[src/rtl/seqb_pkg.sv]
package seqb_pkg;
   // gate bit positions (bus source)
   localparam int G_PC   = 0;
   localparam int G_C    = 1;
   localparam int G_MD   = 2;
   localparam int G_REG  = 3;
   localparam int G_BASE = 4;
   localparam int G_K2   = 5;
   localparam int G_K1   = 6;
   localparam int NGATE  = 7;
   // register field selects
   localparam int F_RA = 0;
   localparam int F_RB = 1;
   localparam int F_RC = 2;
   localparam int NSEL = 3;
   // strobe bit positions
   localparam int S_MA    = 0;
   localparam int S_PC    = 1;
   localparam int S_PCC   = 2;
   localparam int S_IR    = 3;
   localparam int S_A     = 4;
   localparam int S_C     = 5;
   localparam int S_REG   = 6;
   localparam int S_MDB   = 7;
   localparam int S_MDM   = 8;
   localparam int S_COND  = 9;
   localparam int S_CLD   = 10;
   localparam int S_CDEC  = 11;
   localparam int NSTRB   = 12;
   // ALU function bits
   localparam int A_INC4 = 0;
   localparam int A_ADD  = 1;
   localparam int A_PASS = 2;
   localparam int A_SHR  = 3;
   localparam int NALU   = 4;

   typedef struct packed {
      logic [NGATE-1:0] gate;
      logic [NSEL-1:0]  sel;
      logic [NSTRB-1:0] strb;
      logic [NALU-1:0]  alu;
      logic             rd;
      logic             wr;
      logic             fin;
      logic             wait_mem;
      logic             hold;
   } ctl_t;
endpackage

[src/rtl/seqb_step_ctr.sv]
module seqb_step_ctr #(
   parameter int STEPS   = 8,
   parameter bit ONE_HOT = 1'b0,
   localparam int SW     = $clog2(STEPS)
) (
   input  logic          clk,
   input  logic          rst,
   input  logic          adv,
   input  logic          fin,
   input  logic          loop,
   output logic [SW-1:0] step
);
   generate
      if (ONE_HOT) begin : g_onehot
         logic [STEPS-1:0] oh;
         always_ff @(posedge clk) begin
            if (rst)
               oh <= STEPS'(1);
            else if (adv) begin
               if (fin)
                  oh <= STEPS'(1);
               else if (!loop)
                  oh <= oh << 1;
            end
         end
         always_comb begin
            step = '0;
            for (int i = 0; i < STEPS; i++)
               if (oh[i]) step = step | SW'(i);
         end
      end else begin : g_binary
         logic [SW-1:0] cnt;
         always_ff @(posedge clk) begin
            if (rst)
               cnt <= '0;
            else if (adv) begin
               if (fin)
                  cnt <= '0;
               else if (!loop)
                  cnt <= cnt + SW'(1);
            end
         end
         assign step = cnt;
      end
   endgenerate
endmodule

[src/rtl/seqb_decode.sv]
module seqb_decode
   import seqb_pkg::*;
#(
   parameter int STEPS = 8,
   parameter int OPW   = 5,
   parameter logic [OPW-1:0] OP_LD   = OPW'(1),
   parameter logic [OPW-1:0] OP_ST   = OPW'(3),
   parameter logic [OPW-1:0] OP_BR   = OPW'(8),
   parameter logic [OPW-1:0] OP_ADD  = OPW'(12),
   parameter logic [OPW-1:0] OP_ADDI = OPW'(13),
   parameter logic [OPW-1:0] OP_SHR  = OPW'(26),
   localparam int SW = $clog2(STEPS)
) (
   input  logic [SW-1:0]  step,
   input  logic [OPW-1:0] op,
   input  logic           cnt_zero,
   input  logic           mem_done,
   output ctl_t           ctl
);
   always_comb begin
      ctl = '0;
      case (int'(step))
         0: begin
            ctl.gate[G_PC] = 1'b1;
            ctl.strb[S_MA] = 1'b1;
            ctl.strb[S_C]  = 1'b1;
            ctl.alu[A_INC4] = 1'b1;
         end
         1: begin
            ctl.rd = 1'b1;
            ctl.wait_mem = 1'b1;
            ctl.gate[G_C] = 1'b1;
            ctl.strb[S_PC] = 1'b1;
            ctl.strb[S_MDM] = mem_done;
         end
         2: begin
            ctl.gate[G_MD] = 1'b1;
            ctl.strb[S_IR] = 1'b1;
         end
         3: begin
            case (op)
               OP_ADD, OP_ADDI: begin
                  ctl.sel[F_RB] = 1'b1;
                  ctl.gate[G_REG] = 1'b1;
                  ctl.strb[S_A] = 1'b1;
               end
               OP_LD, OP_ST: begin
                  ctl.sel[F_RB] = 1'b1;
                  ctl.gate[G_BASE] = 1'b1;
                  ctl.strb[S_A] = 1'b1;
               end
               OP_BR: begin
                  ctl.sel[F_RC] = 1'b1;
                  ctl.gate[G_REG] = 1'b1;
                  ctl.strb[S_COND] = 1'b1;
               end
               OP_SHR: begin
                  ctl.gate[G_K1] = 1'b1;
                  ctl.strb[S_CLD] = 1'b1;
               end
               default: ctl.fin = 1'b1;
            endcase
         end
         4: begin
            case (op)
               OP_ADD: begin
                  ctl.sel[F_RC] = 1'b1;
                  ctl.gate[G_REG] = 1'b1;
                  ctl.alu[A_ADD] = 1'b1;
                  ctl.strb[S_C] = 1'b1;
               end
               OP_ADDI, OP_LD, OP_ST: begin
                  ctl.gate[G_K2] = 1'b1;
                  ctl.alu[A_ADD] = 1'b1;
                  ctl.strb[S_C] = 1'b1;
               end
               OP_BR: begin
                  ctl.sel[F_RB] = 1'b1;
                  ctl.gate[G_REG] = 1'b1;
                  ctl.strb[S_PCC] = 1'b1;
                  ctl.fin = 1'b1;
               end
               OP_SHR: begin
                  ctl.sel[F_RC] = cnt_zero;
                  ctl.gate[G_REG] = cnt_zero;
                  ctl.strb[S_CLD] = cnt_zero;
               end
               default: ;
            endcase
         end
         5: begin
            case (op)
               OP_ADD, OP_ADDI: begin
                  ctl.gate[G_C] = 1'b1;
                  ctl.sel[F_RA] = 1'b1;
                  ctl.strb[S_REG] = 1'b1;
                  ctl.fin = 1'b1;
               end
               OP_LD, OP_ST: begin
                  ctl.gate[G_C] = 1'b1;
                  ctl.strb[S_MA] = 1'b1;
               end
               OP_SHR: begin
                  ctl.sel[F_RB] = 1'b1;
                  ctl.gate[G_REG] = 1'b1;
                  ctl.alu[A_PASS] = 1'b1;
                  ctl.strb[S_C] = 1'b1;
               end
               default: ;
            endcase
         end
         6: begin
            case (op)
               OP_LD: begin
                  ctl.rd = 1'b1;
                  ctl.wait_mem = 1'b1;
                  ctl.strb[S_MDM] = mem_done;
               end
               OP_ST: begin
                  ctl.sel[F_RA] = 1'b1;
                  ctl.gate[G_REG] = 1'b1;
                  ctl.strb[S_MDB] = 1'b1;
                  ctl.wr = 1'b1;
               end
               OP_SHR: begin
                  ctl.gate[G_C] = !cnt_zero;
                  ctl.alu[A_SHR] = !cnt_zero;
                  ctl.strb[S_C] = !cnt_zero;
                  ctl.strb[S_CDEC] = !cnt_zero;
                  ctl.hold = !cnt_zero;
               end
               default: ;
            endcase
         end
         7: begin
            case (op)
               OP_LD, OP_SHR: begin
                  ctl.gate[op == OP_LD ? G_MD : G_C] = 1'b1;
                  ctl.sel[F_RA] = 1'b1;
                  ctl.strb[S_REG] = 1'b1;
                  ctl.fin = 1'b1;
               end
               OP_ST: begin
                  ctl.wr = 1'b1;
                  ctl.wait_mem = 1'b1;
                  ctl.fin = 1'b1;
               end
               default: ;
            endcase
         end
         default: ;
      endcase
   end
endmodule

[src/rtl/seq_bus_ctrl.sv]
module seq_bus_ctrl
   import seqb_pkg::*;
#(
   parameter int STEPS   = 8,
   parameter int OPW     = 5,
   parameter bit ONE_HOT = 1'b0,
   localparam int SW     = $clog2(STEPS)
) (
   input  logic              clk,
   input  logic              rst,
   input  logic [OPW-1:0]    op,
   input  logic              mem_done,
   input  logic              cnt_zero,
   output logic [SW-1:0]     step,
   output logic [NGATE-1:0]  gate,
   output logic [NSEL-1:0]   sel,
   output logic [NSTRB-1:0]  strobe,
   output logic [NALU-1:0]   alu_fn,
   output logic              mem_rd,
   output logic              mem_wr,
   output logic              seq_end
);
   generate
      if (STEPS != 8) begin : g_bad_steps
         $error("seq_bus_ctrl: STEPS must be 8");
      end
      if (OPW < 5) begin : g_bad_opw
         $error("seq_bus_ctrl: OPW must hold opcode 26");
      end
   endgenerate

   ctl_t ctl;
   logic adv;

   seqb_decode #(.STEPS(STEPS), .OPW(OPW)) i_dec (
      .step(step), .op(op), .cnt_zero(cnt_zero), .mem_done(mem_done), .ctl(ctl)
   );

   assign adv = !ctl.wait_mem || mem_done;

   seqb_step_ctr #(.STEPS(STEPS), .ONE_HOT(ONE_HOT)) i_ctr (
      .clk(clk), .rst(rst), .adv(adv), .fin(ctl.fin), .loop(ctl.hold), .step(step)
   );

   assign gate    = ctl.gate;
   assign sel     = ctl.sel;
   assign strobe  = ctl.strb;
   assign alu_fn  = ctl.alu;
   assign mem_rd  = ctl.rd;
   assign mem_wr  = ctl.wr;
   assign seq_end = ctl.fin;
endmodule

[config.mk]
export PLATFORM = sky130hd
export DESIGN_NAME = seq_bus_ctrl
export DESIGN_NICKNAME = d
export VERILOG_FILES = /design/src/rtl/seqb_pkg.sv /design/src/rtl/seqb_step_ctr.sv /design/src/rtl/seqb_decode.sv /design/src/rtl/seq_bus_ctrl.sv
export SDC_FILE = /design/constraint.sdc
export NUM_CORES = 1
export LEC_CHECK = 0
export BUFFER_PORTS_ARGS = -buffer_cell sky130_fd_sc_hd__buf_2
export CORE_MARGIN = 1
export CORE_UTILIZATION = 44
export DETAILED_ROUTE_END_ITERATION = 7
export PLACE_DENSITY = 0.8
export SYNTH_ARGS = -nofsm -noshare
export SYNTH_HDL_FRONTEND = slang
export SYNTH_SLANG_ARGS = --single-unit
[constraint.sdc]
create_clock -name clk -period 2.26 [get_ports clk]
set_input_delay 0 -clock clk [delete_from_list [all_inputs] [get_ports clk]]
set_output_delay 0 -clock clk [all_outputs]
set_load 0.005 [all_outputs]
==> run summary, run 1 <==
H-tree Lvls -> 1
Simple-Gate Fraction of Synth Area -> 41.8%
XOR/XNOR Fraction of Synth Area -> 0%
cells on worst reg2reg path -> 7
Most used DFF post-synth -> dfxtp_1
average wire per standard cell -> 14.8 um
main combinational cell family by area after synthesis -> simple AND/OR/NAND/NOR gates
worst-path fanout max -> 10
Power Dens Cells -> 491 nW/um2
TritonCTS clock tree -> done
met2 wire length -> 1090 um
Post-synth EDFFs -> 0
Power Total -> 0.468 mW
clk slew on worst S/H paths -> 40 ps
Yosys reg bits -> 3
Sw Ratio -> 44.2%
drt drc -> 0
I/O Buffers -> 40
first-pass GRT wire length -> 3730 um
Seq/Total Area, Yosys -> 8.15%
drt pass-1 iters -> 4
CTS hold repair buffers -> 0
Rel. slew slack -> 71.7%
Placed Instances -> 155
Final Cycle Share -> 95.8%
antenna violations before repair -> 0
Die ar. -> 1840 um2
vias in the first global route -> 840
Ys Warns -> 0
NumNets Final -> 159
RSZ-0062 raised after global routing -> no
Startpoint Class -> flop
Hold Crit Depth -> 3
Met3 Wirelength -> 160 um
largest net degree at the start of global routing -> 13
Worst Path Required -> 2430 ps
Distinct cells, synth -> 46
Post-Syn Area per Cell -> 6.95 um2
Adder-Cell Fraction of Synth Area -> 10.2%
status -> finished clean
hold_ws -> 115 ps
endpoints failing hold -> 0
DP Wirelength -> 1810 um
Layout area overhead -> 29.2%
Starting Density -> 47.8%
share of flip-flops with an asynchronous set or reset -> 0%
fillers -> 150
Max VDD drop -> 418 uV
sum of negative setup slack -> 0 ps
grt total ovfl -> 0
post-route ant nets -> 0
die width -> 42.9 um
row count -> 14
ANT cells -> 0
wl on met1 -> 991 um
internal power -> 0.261 mW
gr usage total -> 26.6%
Synth Net Count -> 121
Resize count post-CTS -> 0
clock power share -> 20.8%
crit end category -> flop
Leak -> 0.496 nW
core area -> 1540 um2
Compound-Gate Fraction of Synth Area -> 26.7%
fin area -> 952 um2
total number of vias -> 989
clock latency at the later pin of the worst-skew pair -> 240 ps
gp weighted congestion -> 0.911
final setup margin -> 93.8 ps
layout cells sized above 1 -> 37.1%
Final min period -> 2170 ps
die height -> 42.9 um
setup bufs post-CTS -> 0
Crit Path Class -> reg2reg
clk sinks -> 3
synthesized area -> 737 um2
Worst Tran Pin Value -> 420 ps
post-synthesis mux area share -> 2.04%
post-placement cell area -> 916 um2
clk root buf -> clkbuf_4
DR iter-0 viols -> 33
Core Util, Final -> 61.8%
I/O pin cnt -> 41
clock skew -> 2.08 ps
pre-CTS WS -> 127 ps
P_sw -> 0.207 mW
max cap viols -> 0
cells after synthesis -> 106
Hold Crit Class -> in2reg
Routed WL -> 2350 um
Comb power frac -> 60.6%
Final Setup Violations -> 0
crit path DAT -> 2330 ps
max-slew violation count -> 0
Highest Signal Layer -> met4
sequential power share -> 18.6%
Post-Layout Cell Count -> 159
cts bufs inserted -> 3
clk buf depth -> 2
FMAX -> 462 MHz
max reg flops -> 3
via/cell ratio -> 6.22
## placed cells by master (no fill, tap or decap), types with 3 or more instances in the layout
| cell | instances |
|---|---|
| buf_2 | 40 |
| nor2_1 | 11 |
| inv_1 | 7 |
| nand3_1 | 7 |
| a21oi_1 | 6 |
| ha_1 | 6 |
| nand2_1 | 5 |
| nor3_1 | 4 |
| nand2b_1 | 3 |
| o21ai_0 | 3 |
| a21o_1 | 3 |
| nor2b_1 | 3 |
| clkbuf_4 | 3 |
| dfxtp_1 | 3 |
## kinds of logic (layout without fill, tap and decap cells)
kind of cell | after synthesis | after routing
AND/OR/NAND/NOR | 52 | 52
AO/OA/AOI/OAI | 27 | 27
buffers and inverters | 17 | 54
adder cells (fa/ha/maj) | 6 | 6
flip-flops | 3 | 3
multiplexers | 1 | 1
## area by class of cell
class / count / area, um2 / share of cell area (%)
Timing Repair Buffer: 41 / 208 / 21.8
Multi-Input combinational cell: 86 / 604 / 63.5
Tap cell: 16 / 20.0 / 2.10
Sequential cell: 3 / 60.1 / 6.31
Inverter: 9 / 33.8 / 3.55
Clock buffer: 4 / 26.3 / 2.76
## critical path: stages, from the launching register on
cell,delay [ps]
dfxtp_1,400
ha_1,270
ha_1,240
mux2_4,270
a41oi_2,220
nor2_1,90
or4b_1,480
o22ai_2,110
## synth_stat cells (2+ instances only)
cell	n	area, um2
nand3b_1	2	15.0
nand2_1	5	18.8
buf_2	3	15.0
dfxtp_1	3	60.1
nand2b_1	3	18.8
or3b_1	2	17.5
a21o_1	3	22.5
o22ai_1	2	12.5
a21oi_1	6	30.0
nor3_1	4	20.0
a31oi_1	2	12.5
ha_1	6	75.1
buf_4	2	15.0
inv_1	7	26.3
nand3_1	7	35.0
or4b_1	2	20.0
nor2b_1	3	18.8
nor2_1	11	41.3
or4_1	2	15.0
nor4_1	2	12.5
clkbuf_1	2	7.51
o21ai_0	3	15.0
## power groups by stage
| stage | logic (mW) | clock network, mW | registers (mW) |
|---|---|---|---|
| floorplan | 0.172 | 0 | 0.0833 |
| global placement | 0.274 | 0 | 0.0850 |
| detailed placement | 0.278 | 0 | 0.0866 |
| CTS | 0.280 | 0.100 | 0.0859 |
| global route | 0.311 | 0.108 | 0.0900 |
| finish | 0.283 | 0.0973 | 0.0871 |
## final timing paths
path                                              endpoint                        from  slack, ps
worst min register to register  i_ctr.step[0]$_SDFFE_PP0P_  i_ctr.step[0]$_SDFFE_PP0P_        660
worst max-delay path            i_ctr.step[1]$_SDFFE_PP0P_  i_ctr.step[1]$_SDFFE_PP0P_         90
worst min-delay path            i_ctr.step[2]$_SDFFE_PP0P_                         rst        110
worst max register to register  i_ctr.step[1]$_SDFFE_PP0P_  i_ctr.step[1]$_SDFFE_PP0P_         90
## metal layers
| layer | vias to the layer above | GRT usage (%) |
|---|---|---|
| met3 | 10 | 3.83 |
| met5 | - | 0 |
| met4 | 0 | 20.0 |
| met2 | 60 | 41.5 |
| li1 | 468 | - |
| met1 | 451 | 32.5 |
No activity file was read; power rests on OpenSTA's default activity.
==> run 2: changes to the inputs <==
--- a/config.mk
+++ b/config.mk
@@ -5,11 +5,11 @@
 export SDC_FILE = /design/constraint.sdc
 export NUM_CORES = 1
 export LEC_CHECK = 0
-export BUFFER_PORTS_ARGS = -buffer_cell sky130_fd_sc_hd__buf_2
+export BUFFER_PORTS_ARGS = -buffer_cell sky130_fd_sc_hd__clkbuf_2
 export CORE_MARGIN = 1
-export CORE_UTILIZATION = 44
+export CORE_UTILIZATION = 47
 export DETAILED_ROUTE_END_ITERATION = 7
-export PLACE_DENSITY = 0.8
+export PLACE_DENSITY = 0.84
 export SYNTH_ARGS = -nofsm -noshare
 export SYNTH_HDL_FRONTEND = slang
 export SYNTH_SLANG_ARGS = --single-unit
==> constraint.sdc (replaced) <==
create_clock -name clk -period 2.7 [get_ports clk]
set_input_delay 0 -clock clk [delete_from_list [all_inputs] [get_ports clk]]
set_output_delay 0 -clock clk [all_outputs]
set_load 0.005 [all_outputs]
==> run 2 against run 1 <==
Compared with the run above: utilization increased by 5.7 points; worst hold slack improved by 3.0 ps; sequential power decreased by 8.4%; via count is 4.6% lower; final area fell by 2.0%; largest power group unchanged; highest routed layer unchanged.
==> run summary, run 2 (synthesis results as in run 1) <==
row count -> 13
Max VDD drop -> 378 uV
Layout area overhead -> 26.7%
max-slew violation count -> 0
Placed Instances -> 153
Final Cycle Share -> 84.1%
worst-path fanout max -> 10
Leak -> 0.470 nW
Hold Crit Class -> in2reg
vias in the first global route -> 754
max reg flops -> 3
H-tree Lvls -> 1
Crit Path Class -> reg2out
max cap viols -> 0
via/cell ratio -> 6.01
Post-Layout Cell Count -> 157
Die ar. -> 1730 um2
crit path DAT -> 2270 ps
Resize count post-CTS -> 0
average wire per standard cell -> 13.4 um
clk buf depth -> 2
setup bufs post-CTS -> 0
die width -> 41.6 um
largest net degree at the start of global routing -> 16
clk root buf -> clkbuf_4
CTS hold repair buffers -> 0
Routed WL -> 2100 um
endpoints failing hold -> 0
Starting Density -> 53.3%
clk slew on worst S/H paths -> 40 ps
clock skew -> 2.08 ps
core area -> 1380 um2
sum of negative setup slack -> 0 ps
clk sinks -> 3
NumNets Final -> 158
Power Dens Cells -> 410 nW/um2
grt total ovfl -> 0
antenna violations before repair -> 0
Startpoint Class -> flop
gr usage total -> 25.0%
Rel. slew slack -> 62.4%
cts bufs inserted -> 3
Worst Path Required -> 2700 ps
I/O Buffers -> 40
DR iter-0 viols -> 35
Core Util, Final -> 67.5%
total number of vias -> 944
ANT cells -> 0
commonest cells after routing, fill and taps aside -> clkbuf_2, nor2_1, inv_1, nand3_1
gp weighted congestion -> 0.893
RSZ-0062 raised after global routing -> no
DP Wirelength -> 1640 um
FMAX -> 441 MHz
die height -> 41.6 um
status -> finished clean
drt drc -> 0
post-route ant nets -> 0
Final min period -> 2270 ps
TritonCTS clock tree -> done
Final Setup Violations -> 0
drt pass-1 iters -> 4
I/O pin cnt -> 41
commonest non-fill, non-tap cell in the layout -> clkbuf_2
Worst Tran Pin Value -> 563 ps
layout cells sized above 1 -> 35.2%
crit end category -> primary output
first-pass GRT wire length -> 3440 um
clock latency at the later pin of the worst-skew pair -> 230 ps
## run 2: cell count changes in the layout (fill, tap and decap cells not counted)
| cell | before | now |
|---|---|---|
| buf_4 | 1 | 0 |
| a21boi_2 | 1 | 0 |
| a21boi_1 | 0 | 1 |
| clkbuf_2 | 0 | 40 |
| nor4_1 | 1 | 2 |
| buf_2 | 40 | 0 |
| nor4_2 | 1 | 0 |
## run 2: routing by layer
layer  vias to the layer above  part of all wire [%]  track usage, %
met4                         0                   1.6            7.10
met1                       407                    44            36.5
li1                        467                     -               -
met5                         -                     0               0
met3                         6                   9.1            4.35
met2                        64                    45            37.2
## run 2: area by class of cell
type,count,area (um2)
inverter,9,33.8
timing repair buffer,40,200
multi-input combinational,86,594
clock buffer,4,26.3
tap,15,18.8
fill,130,449
sequential,3,60.1
## run 2: final timing paths
kind / depth (start not counted) / start / slack (ps) / endpoint
min reg2reg: 2 / i_ctr.step[0]$_SDFFE_PP0P_ / 650 / i_ctr.step[0]$_SDFFE_PP0P_
max: 7 / i_ctr.step[1]$_SDFFE_PP0P_ / 430 / seq_end
min: 3 / rst / 120 / i_ctr.step[0]$_SDFFE_PP0P_
max reg2reg: 6 / i_ctr.step[1]$_SDFFE_PP0P_ / 530 / i_ctr.step[0]$_SDFFE_PP0P_
## run 2: through the flow
step	area (um2)	hold WS [ps]	power, mW	setup WS (ps)
CTS	933	112	0.386	448
floorplan	737	110	0.214	699
detailed placement	907	310	0.303	570
global route	933	125	0.423	220
finish	933	117	0.382	431
global placement	907	309	0.298	635
## run 2: worst max-delay path: stages, from the launching register on
cell,delay (ps)
dfxtp_1,410
inv_1,170
ha_1,280
nand2_1,100
nor4_1,480
nor3_1,100
a21boi_1,330
clkbuf_2,180
## run 2: power by group
| group | internal (mW) | switching (mW) | total [mW] |
|---|---|---|---|
| clock network | 0.0553 | 0.0225 | 0.0779 |
| logic | 0.106 | 0.118 | 0.225 |
| registers | 0.0538 | 0.0260 | 0.0798 |
| total | 0.215 | 0.167 | 0.382 |
